<file path="config.mk">
export PLATFORM = sky130hd
export DESIGN_NAME = spi_port
export DESIGN_NICKNAME = d
export VERILOG_FILES = /design/src/rtl/spi_port_pkg.sv /design/src/rtl/spi_sync.sv /design/src/rtl/spi_baud.sv /design/src/rtl/spi_shifter.sv /design/src/rtl/spi_port.sv
export SDC_FILE = /design/constraint.sdc
export NUM_CORES = 1
export LEC_CHECK = 0
export ABC_AREA = 1
export ABC_CLOCK_PERIOD_IN_PS = 6200
export CORE_MARGIN = 1.5
export CORE_UTILIZATION = 30
export CTS_CLUSTER_SIZE = 12
export DETAILED_ROUTE_END_ITERATION = 10
export GPL_ROUTABILITY_DRIVEN = 1
export GPL_TIMING_DRIVEN = 0
export PLACE_DENSITY_LB_ADDON = 0.05
export SYNTH_ARGS = -nofsm -noshare
export SYNTH_HDL_FRONTEND = slang
export SYNTH_HIERARCHICAL = 1
export SYNTH_SLANG_ARGS = --single-unit
</file>
<file path="constraint.sdc">
create_clock -name clk -period 6.2 [get_ports clk]
set_input_delay 0.62 -clock clk [delete_from_list [all_inputs] [get_ports clk]]
set_output_delay 0.62 -clock clk [all_outputs]
set_load 0.01 [all_outputs]
</file>
<file path="src/rtl/spi_port_pkg.sv">
package spi_port_pkg;

  // word length code -> number of bits, clipped to the datapath width
  function automatic int word_bits(input logic [1:0] code, input int maxw);
    int n;
    case (code)
      2'd0:    n = 8;
      2'd1:    n = 16;
      default: n = 32;
    endcase
    return (n > maxw) ? maxw : n;
  endfunction

  // clock cycles in one serial-clock half period
  function automatic int half_cycles(input int div);
    return ((div < 2) ? 2 : div) + 1;
  endfunction

endpackage

</file>
<file path="src/rtl/spi_sync.sv">
module spi_sync #(
  parameter int W = 4,
  parameter logic [W-1:0] RST = '1
) (
  input  logic         clk,
  input  logic         rst_n,
  input  logic [W-1:0] d,
  output logic [W-1:0] q
);
  logic [W-1:0] meta;

  always_ff @(posedge clk or negedge rst_n) begin
    if (!rst_n) begin
      meta <= RST;
      q    <= RST;
    end else begin
      meta <= d;
      q    <= meta;
    end
  end
endmodule

</file>
<file path="src/rtl/spi_baud.sv">
module spi_baud #(
  parameter int DIV_W = 8
) (
  input  logic             clk,
  input  logic             rst_n,
  input  logic             run,
  input  logic [DIV_W-1:0] div,
  output logic             tick
);
  logic [DIV_W-1:0] cnt;
  logic [DIV_W-1:0] limit;

  assign limit = (div < DIV_W'(2)) ? DIV_W'(2) : div;
  assign tick  = run && (cnt == limit);

  always_ff @(posedge clk or negedge rst_n) begin
    if (!rst_n)       cnt <= '0;
    else if (!run)    cnt <= '0;
    else if (tick)    cnt <= '0;
    else              cnt <= cnt + DIV_W'(1);
  end

  AST_TICK_SPACED: assert property (@(posedge clk) disable iff (!rst_n)
    tick |=> !tick);
endmodule

</file>
<file path="src/rtl/spi_shifter.sv">
module spi_shifter #(
  parameter int W  = 32,
  parameter int CW = 6
) (
  input  logic          clk,
  input  logic          rst_n,
  input  logic          load,
  input  logic [W-1:0]  ld_word,
  input  logic [CW-1:0] nbits,
  input  logic          cpha,
  input  logic          lead,
  input  logic          trail,
  input  logic          sdi,
  output logic          sdo,
  output logic          word_end,
  output logic [W-1:0]  rx_next
);
  logic [W-1:0]  sh;
  logic [CW-1:0] cnt;
  logic          smp;
  logic          bit_in;
  logic [W-1:0]  mask;

  always_comb begin
    for (int i = 0; i < W; i++) mask[i] = (i < int'(nbits));
  end

  assign bit_in   = cpha ? sdi : smp;
  assign word_end = trail && (cnt == nbits - CW'(1));
  assign rx_next  = {sh[W-2:0], bit_in} & mask;

  always_ff @(posedge clk or negedge rst_n) begin
    if (!rst_n) begin
      sh  <= '0;
      cnt <= '0;
      smp <= 1'b0;
      sdo <= 1'b0;
    end else if (load) begin
      sh  <= ld_word << (W - int'(nbits));
      sdo <= ld_word[nbits - CW'(1)];
      cnt <= '0;
    end else begin
      if (lead) begin
        if (cpha) sdo <= sh[W-1];
        else      smp <= sdi;
      end
      if (trail) begin
        sh  <= {sh[W-2:0], bit_in};
        if (!cpha) sdo <= sh[W-2];
        cnt <= word_end ? '0 : cnt + CW'(1);
      end
    end
  end

  AST_EDGE_EXCL: assert property (@(posedge clk) disable iff (!rst_n)
    !(lead && trail));
endmodule

</file>
<file path="src/rtl/spi_port.sv">
module spi_port
  import spi_port_pkg::*;
#(
  parameter int WORD_W = 32,
  parameter int DIV_W  = 8
) (
  input  logic              clk,
  input  logic              rst_n,
  input  logic              cfg_cpol,
  input  logic              cfg_cpha,
  input  logic              cfg_master,
  input  logic              cfg_odrain,
  input  logic [1:0]        cfg_len,
  input  logic [DIV_W-1:0]  cfg_div,
  input  logic [WORD_W-1:0] tx_word,
  input  logic              start,
  input  logic              fault_clr,
  output logic [WORD_W-1:0] rx_word,
  output logic              done,
  output logic              busy,
  output logic              mode_fault,
  input  logic              sck_i,
  output logic              sck_o,
  output logic              sck_oe,
  input  logic              mosi_i,
  output logic              mosi_o,
  output logic              mosi_oe,
  input  logic              miso_i,
  output logic              miso_o,
  output logic              miso_oe,
  input  logic              ss_n
);
  localparam int CW = $clog2(WORD_W) + 1;

  // synchronised bus inputs
  logic [3:0] raw_in, syn;
  logic sck_s, mosi_s, miso_s, ss_s;
  assign raw_in = {ss_n, miso_i, mosi_i, sck_i};
  assign {ss_s, miso_s, mosi_s, sck_s} = syn;

  spi_sync #(.W(4), .RST(4'hF)) u_sync (
    .clk(clk), .rst_n(rst_n), .d(raw_in), .q(syn)
  );

  // named internal events
  logic [CW-1:0] nbits;
  logic m_act, fault_set, start_ok, tick;
  logic m_lead, m_trail, s_en, s_edge, s_lead, s_trail, s_load;
  logic sh_load, sh_lead, sh_trail, sh_sdi, sdo, word_end;
  logic [WORD_W-1:0] rx_next;
  logic sck_q, sck_d, ss_d;

  assign nbits     = CW'(word_bits(cfg_len, WORD_W));
  assign m_act     = cfg_master && !mode_fault;
  assign fault_set = cfg_master && !ss_s;
  assign start_ok  = start && m_act && !busy && !fault_set;

  spi_baud #(.DIV_W(DIV_W)) u_baud (
    .clk(clk), .rst_n(rst_n), .run(busy), .div(cfg_div), .tick(tick)
  );

  assign m_lead  = busy && tick && (sck_q == cfg_cpol);
  assign m_trail = busy && tick && (sck_q != cfg_cpol);

  assign s_en    = !cfg_master && !ss_s;
  assign s_edge  = sck_s ^ sck_d;
  assign s_lead  = s_en && s_edge && (sck_s != cfg_cpol);
  assign s_trail = s_en && s_edge && (sck_s == cfg_cpol);
  assign s_load  = s_en && ss_d;

  assign sh_load  = start_ok || s_load || (s_en && word_end);
  assign sh_lead  = m_lead || s_lead;
  assign sh_trail = m_trail || s_trail;
  assign sh_sdi   = cfg_master ? miso_s : mosi_s;

  spi_shifter #(.W(WORD_W), .CW(CW)) u_shift (
    .clk(clk), .rst_n(rst_n), .load(sh_load), .ld_word(tx_word),
    .nbits(nbits), .cpha(cfg_cpha), .lead(sh_lead), .trail(sh_trail),
    .sdi(sh_sdi), .sdo(sdo), .word_end(word_end), .rx_next(rx_next)
  );

  always_ff @(posedge clk or negedge rst_n) begin
    if (!rst_n) begin
      busy       <= 1'b0;
      sck_q      <= 1'b0;
      sck_d      <= 1'b1;
      ss_d       <= 1'b1;
      mode_fault <= 1'b0;
      done       <= 1'b0;
      rx_word    <= '0;
    end else begin
      sck_d <= sck_s;
      ss_d  <= ss_s;
      done  <= word_end;
      if (word_end) rx_word <= rx_next;

      if (fault_set)      mode_fault <= 1'b1;
      else if (fault_clr) mode_fault <= 1'b0;

      if (fault_set || (m_trail && word_end)) begin
        busy  <= 1'b0;
        sck_q <= cfg_cpol;
      end else if (start_ok) begin
        busy  <= 1'b1;
        sck_q <= cfg_cpol;
      end else if (!busy) begin
        sck_q <= cfg_cpol;
      end else if (tick) begin
        sck_q <= ~sck_q;
      end
    end
  end

  // pad drive
  logic s_drive;
  assign s_drive = !cfg_master && !ss_n;
  assign sck_o   = sck_q;
  assign sck_oe  = m_act;
  assign mosi_o  = sdo;
  assign mosi_oe = m_act;
  assign miso_o  = cfg_odrain ? 1'b0 : sdo;
  assign miso_oe = s_drive && (!cfg_odrain || !sdo);

  AST_IDLE_RETURN: assert property (@(posedge clk) disable iff (!rst_n)
    $fell(busy) |-> (sck_o == cfg_cpol));
  AST_BUSY_NO_FAULT: assert property (@(posedge clk) disable iff (!rst_n)
    busy |-> !mode_fault);
  AST_FAULT_HOLD: assert property (@(posedge clk) disable iff (!rst_n)
    (mode_fault && !fault_clr) |=> mode_fault);
  AST_DONE_PULSE: assert property (@(posedge clk) disable iff (!rst_n)
    done |=> !done);
  AST_MISO_QUIET: assert property (@(posedge clk) disable iff (!rst_n)
    (cfg_master || ss_n) |-> !miso_oe);
  AST_OD_LOW: assert property (@(posedge clk) disable iff (!rst_n)
    (cfg_odrain && miso_oe) |-> !miso_o);
endmodule

</file>
Word level (Yosys, flattened, before mapping)
Index checks and enable logic that the tools add are counted.
{"block": "word_totals", "out_inout_bits": 41, "reg_bits": 94}
{"block": "classes", "reduce_logical": 38, "muxes": 28, "shifts": 1, "n_addsub": 4, "bitwise": 5, "eq_ne": 8, "order_cmp": 35}
{"cell": "$lt A5 B6 Y1 const A", "count": 16}
{"cell": "$mux W32", "count": 2}
{"cell": "$lt A4 B6 Y1 const A", "count": 8}
{"cell": "$and A32 B32 Y32", "count": 1}
{"cell": "$gt A32 B7 Y1 const B", "count": 1}
{"cell": "$shl A32 B32 Y32", "count": 1}
{"cell": "$lt A3 B6 Y1 const A", "count": 4}
{"cell": "$mux W6", "count": 4}
{"cell": "$mux W8", "count": 3}
{"cell": "$logic_and A1 B1 Y1", "count": 19}
{"cell": "$mux W1", "count": 17}
{"cell": "$lt A1 B6 Y1 const A", "count": 2}
{"cell": "$lt A2 B6 Y1 const A", "count": 2}
{"cell": "$pmux W6 S2", "count": 1}
{"cell": "$add A8 B1 Y8 const B", "count": 1}
{"cell": "$eq A8 B8 Y1", "count": 1}
{"cell": "$logic_not A1 Y1", "count": 8}
{"cell": "$lt A8 B2 Y1 const B", "count": 1}
{"cell": "$sub A6 B6 Y7 const A", "count": 1}
{"cell": "$add A6 B1 Y6 const B", "count": 1}
{"cell": "$eq A6 B6 Y1", "count": 1}
{"cell": "$logic_or A1 B1 Y1", "count": 6}
{"cell": "$lt A6 B6 Y1 const B", "count": 1}
{"cell": "$reduce_bool A2 Y1", "count": 3}
{"cell": "other kinds (10)", "count": 14}

Longest topological paths before layout
{"block": "depth", "ltp_word": 12, "ltp_mapped": 28, "ltp_nobuf": 25}

Hierarchy
The synthesis kept the hierarchy.
{"mod": "spi_shifter", "cells_each": 731, "instances": 1, "area_per_inst_um2": 4398.0, "seq_area_each_um2": 1001.0}
{"mod": "spi_port", "cells_each": 120, "instances": 1, "area_per_inst_um2": 1714.1, "seq_area_each_um2": 953.4}
{"mod": "spi_baud", "cells_each": 112, "instances": 1, "area_per_inst_um2": 651.9, "seq_area_each_um2": 200.2}
{"mod": "spi_sync", "cells_each": 8, "instances": 1, "area_per_inst_um2": 210.2, "seq_area_each_um2": 210.2}

Least setup slack after synthesis
No wires, ideal clock.
{"block": "synth_timing", "path_kind": "input -> register", "startpoint": "input port cfg_div[7]", "endpoint": "register u_shift.sh[11]", "setup_slack_ps": 2537, "required_ps": 6057, "path_stages": 25, "arrival_ps": 3521, "cell_sequence": "inv_1 > nand2_1 > o21ai_0 > nor2_1 > nand3_1 > nand3b_1 > nor2_1 > nand2_1 > inv_1 > nand2_1 > o21ai_0 > inv_1 > a211oi_2 > nand3b_1 > nor3_2 > nand3_1 > inv_1 > buf_6 > buf_12 > o21ai_0 > o21ai_0 > nor2_1 > inv_1 > clkbuf_1 > o221ai_1"}
{"block": "synth_between", "elab_chain_cells": 11}
{"item": "from (decl)", "line_no": "spi_port.sv:14", "source": "input logic [DIV_W-1:0] cfg_div,"}
{"item": "$lt A8 B2 Y1", "line_no": "spi_baud.sv:13", "source": "assign limit = (div < DIV_W'(2)) ? DIV_W'(2) : div;"}
{"item": "$mux W8 *", "line_no": "spi_baud.sv:13"}
{"item": "$eq A8 B8 Y1 *", "line_no": "spi_baud.sv:14", "source": "assign tick = run && (cnt == limit);"}
{"item": "$logic_and A1 B1 Y1 *", "line_no": "spi_baud.sv:14"}
{"item": "via tick", "line_no": "spi_port.sv:47", "source": "logic m_act, fault_set, start_ok, tick;"}
{"item": "$logic_and A1 B1 Y1 * (2 in series)", "line_no": "spi_port.sv:63", "source": "assign m_trail = busy && tick && (sck_q != cfg_cpol);"}
{"item": "$logic_or A1 B1 Y1 *", "line_no": "spi_port.sv:73", "source": "assign sh_trail = m_trail || s_trail;"}
{"item": "via sh_trail", "line_no": "spi_port.sv:49", "source": "logic sh_load, sh_lead, sh_trail, sh_sdi, sdo, word_end;"}
{"item": "$logic_and A1 B1 Y1 *", "line_no": "spi_shifter.sv:29", "source": "assign word_end = trail && (cnt == nbits - CW'(1));"}
{"item": "via word_end", "line_no": "spi_port.sv:49"}
{"item": "$logic_and A1 B1 Y1 *", "line_no": "spi_port.sv:71", "source": "assign sh_load = start_ok || s_load || (s_en && word_end);"}
{"item": "$logic_or A1 B1 Y1 *", "line_no": "spi_port.sv:71"}
{"item": "via sh_load", "line_no": "spi_port.sv:49"}
{"item": "$mux W32 / $reduce_bool A2 Y1 (equally long branches)"}
{"item": "to (signal assigned)", "line_no": "spi_shifter.sv:39", "source": "sh <= ld_word << (W - int'(nbits));"}
{"item": "to (signal assigned)", "line_no": "spi_shifter.sv:48", "source": "sh <= {sh[W-2:0], bit_in};"}
{"item": "to (decl)", "line_no": "spi_shifter.sv:18", "source": "logic [W-1:0] sh;"}
The timed path passes the listed nets; every way through them passes the cells marked *.
A chain may end at the register's enable or synchronous reset.

Worst setup path after layout
{"block": "layout_timing", "startpoint": "input port cfg_div[3]", "endpoint": "register u_shift.sh[3]"}
Same word-level chain as after synthesis.

==> impl_metrics.json <==
{
  "ant_nets": 0,
  "grt_overflow": 0,
  "ys.flop_type": "dfrtp_1",
  "placed_area_um2": 8330,
  "grt_usage": 0.1955,
  "syn_to_final_growth_pct": 23.72,
  "grt_antenna_before_repair": 0,
  "vias_per_cell": 4.789,
  "syn_inst": 971,
  "drt-pass1-iter-count": 6,
  "cts_num_sinks": 94,
  "fin_tns_setup_ps": 0,
  "cellPowerDensity_nw_per_um2": 205.2,
  "die_x_um": 155.5,
  "arrival_ps": 5160,
  "syn_area_um2": 6974,
  "fin_area_um2": 8628,
  "ys_ff_latch": 94,
  "synth_edf_count": 0,
  "remaining_drc_errors": 0,
  "finalCritPeriodShare": 0.7997,
  "antenna_cells": 0,
  "core_area_um2": 22710,
  "p_leak_uw": 0.004136,
  "ys_seq_area_frac": 0.3391,
  "yosysWarningCount": 6,
  "async_reset_ff_frac": 1.000,
  "post_cts_buffers": 0,
  "netlist.area_leader.share": 0.3014,
  "die_area_um2": 24170,
  "clk_pin_slew_ps": 70,
  "netlist_top_cells_area": "dfrtp_1 30%, nand2_1 15%, nand3_1 11%",
  "maxCapViolations": 0,
  "relSlewSlack": 0.2148,
  "pin_count": 95,
  "grt_setup_unrepaired": "no",
  "synth_common_cells": "278 x nand2_1, 151 x nand3_1, 106 x inv_1",
  "grt_pass1_vias": 6508,
  "worstPathMaxFanout": 10,
  "finClkSkew_ps": 10.84,
  "avgSynthCellArea_um2": 7.182,
  "synth.most_common_cell": "nand2_1",
  "power_uw": 1771,
  "initialDrtViolationCount": 501,
  "setup.worst_path.start_class": "input pin",
  "crit_type": "in -> reg",
  "wl_per_cell_um": 16.63,
  "cts_buffer_depth": 2,
  "rows": 55,
  "cts.htree.levels": 3,
  "vias": 6589,
  "cts_hold_buffers": 0,
  "routed_wl_um": 22880,
  "synthDistinctLibCells": 50,
  "vdd_drop_max_v": 0.0001184,
  "hold_class": "in -> async",
  "cts_tree": "yes",
  "place_congestion": 0.9205,
  "hpwl_um": 18560,
  "synth.largest_area_cell": "dfrtp_1",
  "nFillCells": 2463,
  "tightest_slew_ps": 1166,
  "final_max_slew_viol_count": 0,
  "die_h_um": 155.5,
  "status": "finished clean",
  "initial_utilization": 0.3071,
  "grt_pass1_wl_um": 36460,
  "clk_latency_ps": 350,
  "cts_buffers": 9,
  "max_freq_ghz": 0.2017,
  "drive_above_1_share": 0.1256,
  "finalHoldViolCount": 0,
  "fin_crit_ps": 4958,
  "cp-end-kind": "flip-flop",
  "port_buffers": 94,
  "finalSetupViolCount": 0,
  "crit_required_ps": 6410,
  "cts_resized": 0,
  "cts_root_buf": "clkbuf_16",
  "nets": 1146,
  "worst-r2r-cell-count": 24,
  "grt_max_degree": 50
}
==> cell type report <==
| class | count | area (µm²) | area share |
|---|---|---|---|
| multi-input combinational | 719 | 3824 | 0.4432 |
| sequential | 94 | 2365 | 0.2741 |
| timing repair buffer | 95 | 965.9 | 0.1119 |
| inverter | 118 | 442.9 | 0.05133 |
| buffer | 49 | 376.6 | 0.04365 |
| tap | 285 | 356.6 | 0.04133 |
| clock buffer | 10 | 229.0 | 0.02654 |
| clock inverter | 6 | 68.82 | 0.007976 |
==> flip-flops by register name (all words and copies together) (netlist names), 4 cells and up <==
| signal | flops |
|---|---|
| u_baud/cnt | 8 |
| u_shift/cnt | 6 |
| u_sync/meta | 4 |
| u_sync/q | 4 |
| rx_word | 32 |
| u_shift/sh | 32 |
==> per-layer routing <==
layer | routed length [µm] | vias up | global-route usage | part of all wire
li1 | - | 3389 | - | -
met1 | 10940 | 2985 | 0.2670 | 0.48
met2 | 10330 | 180 | 0.3153 | 0.45
met3 | 1023 | 35 | 0.02618 | 0.045
met4 | 586 | 0 | 0.07211 | 0.026
met5 | 0 | - | 0 | 0
==> path summary, 6_finish.rpt <==
kind | startpoint | endpoint | slack (ps)
min in group clk | u_sync/meta[3] | u_sync/q[3] | 360
hold reg to reg | u_sync/meta[3] | u_sync/q[3] | 360
setup / recovery | cfg_div[3] | u_shift/sh[3] | 1240
setup reg to reg | busy | u_shift/sh[3] | 1420
max in group asynchronous | rst_n | sck_d | 5190
hold / removal | rst_n | u_shift/cnt[2] | 300
==> worst max-delay path, cell delays in order <==
cell and delay [ps]:
clkdlybuf4s50_1 540, inv_1 80, nand2_1 80, nand3_1 80, nor3_1 180, nand3b_1 110, nor2_1 190, nand2_1 100
inv_1 80, nand2_1 50, o21ai_0 130, inv_1 150, a211oi_2 210, nand3b_1 110, nor3_2 110, nand3_1 170
inv_1 140, buf_6 170, buf_12 160, o21ai_0 100, o21ai_0 450, nor2_1 350, inv_1 210, clkbuf_1 390
o221ai_1 190
==> logic make-up after synthesis <==
group           Yosys count  synth area share
xor+xnor                 11           0.01651
other cells               1         0.0005377
mux                      32           0.06728
fa+ha+maj                 6           0.01076
buf+inv                 167            0.1175
flops                    94            0.3391
simple gates            529            0.3407
compound gates          131            0.1076
==> power by group <==
group	switching (µW)	total [µW]	leakage, µW	internal (µW)
registers	40.9	710	0.00124	669
clock network	244	559	0.000143	316
logic	305	501	0.00275	197
total	589	1770	0.00414	1180
==> cell usage in the layout (no fill, tap or decap), types with 8 or more instances in the layout <==
cell type / count
nand2_1: 278
o221ai_1: 11
inv_1: 106
dfrtp_1: 84
o21ai_0: 71
o21ai_1: 13
mux2_4: 29
clkbuf_16: 9
buf_4: 8
inv_2: 11
buf_2: 16
buf_6: 13
a21oi_1: 16
o211ai_1: 8
conb_1: 10
nand3_1: 151
clkbuf_1: 9
dfstp_2: 10
xor2_1: 8
nor2_1: 57
clkdlybuf4s50_1: 93
==> stage by stage <==
step,std cells,setup WS (ps),util,hold slack (ps)
2_1_floorplan,980,2537,-,324.4
3_3_place_gp,1359,658.1,0.3657,346.6
3_5_place_dp,1360,830.2,0.3668,348.7
4_1_cts,1376,1206,0.3799,320.5
5_1_grt,1376,810.6,0.3799,348.7
6_report,1376,1242,0.3799,297.6
(Power assumes the default switching activity.)
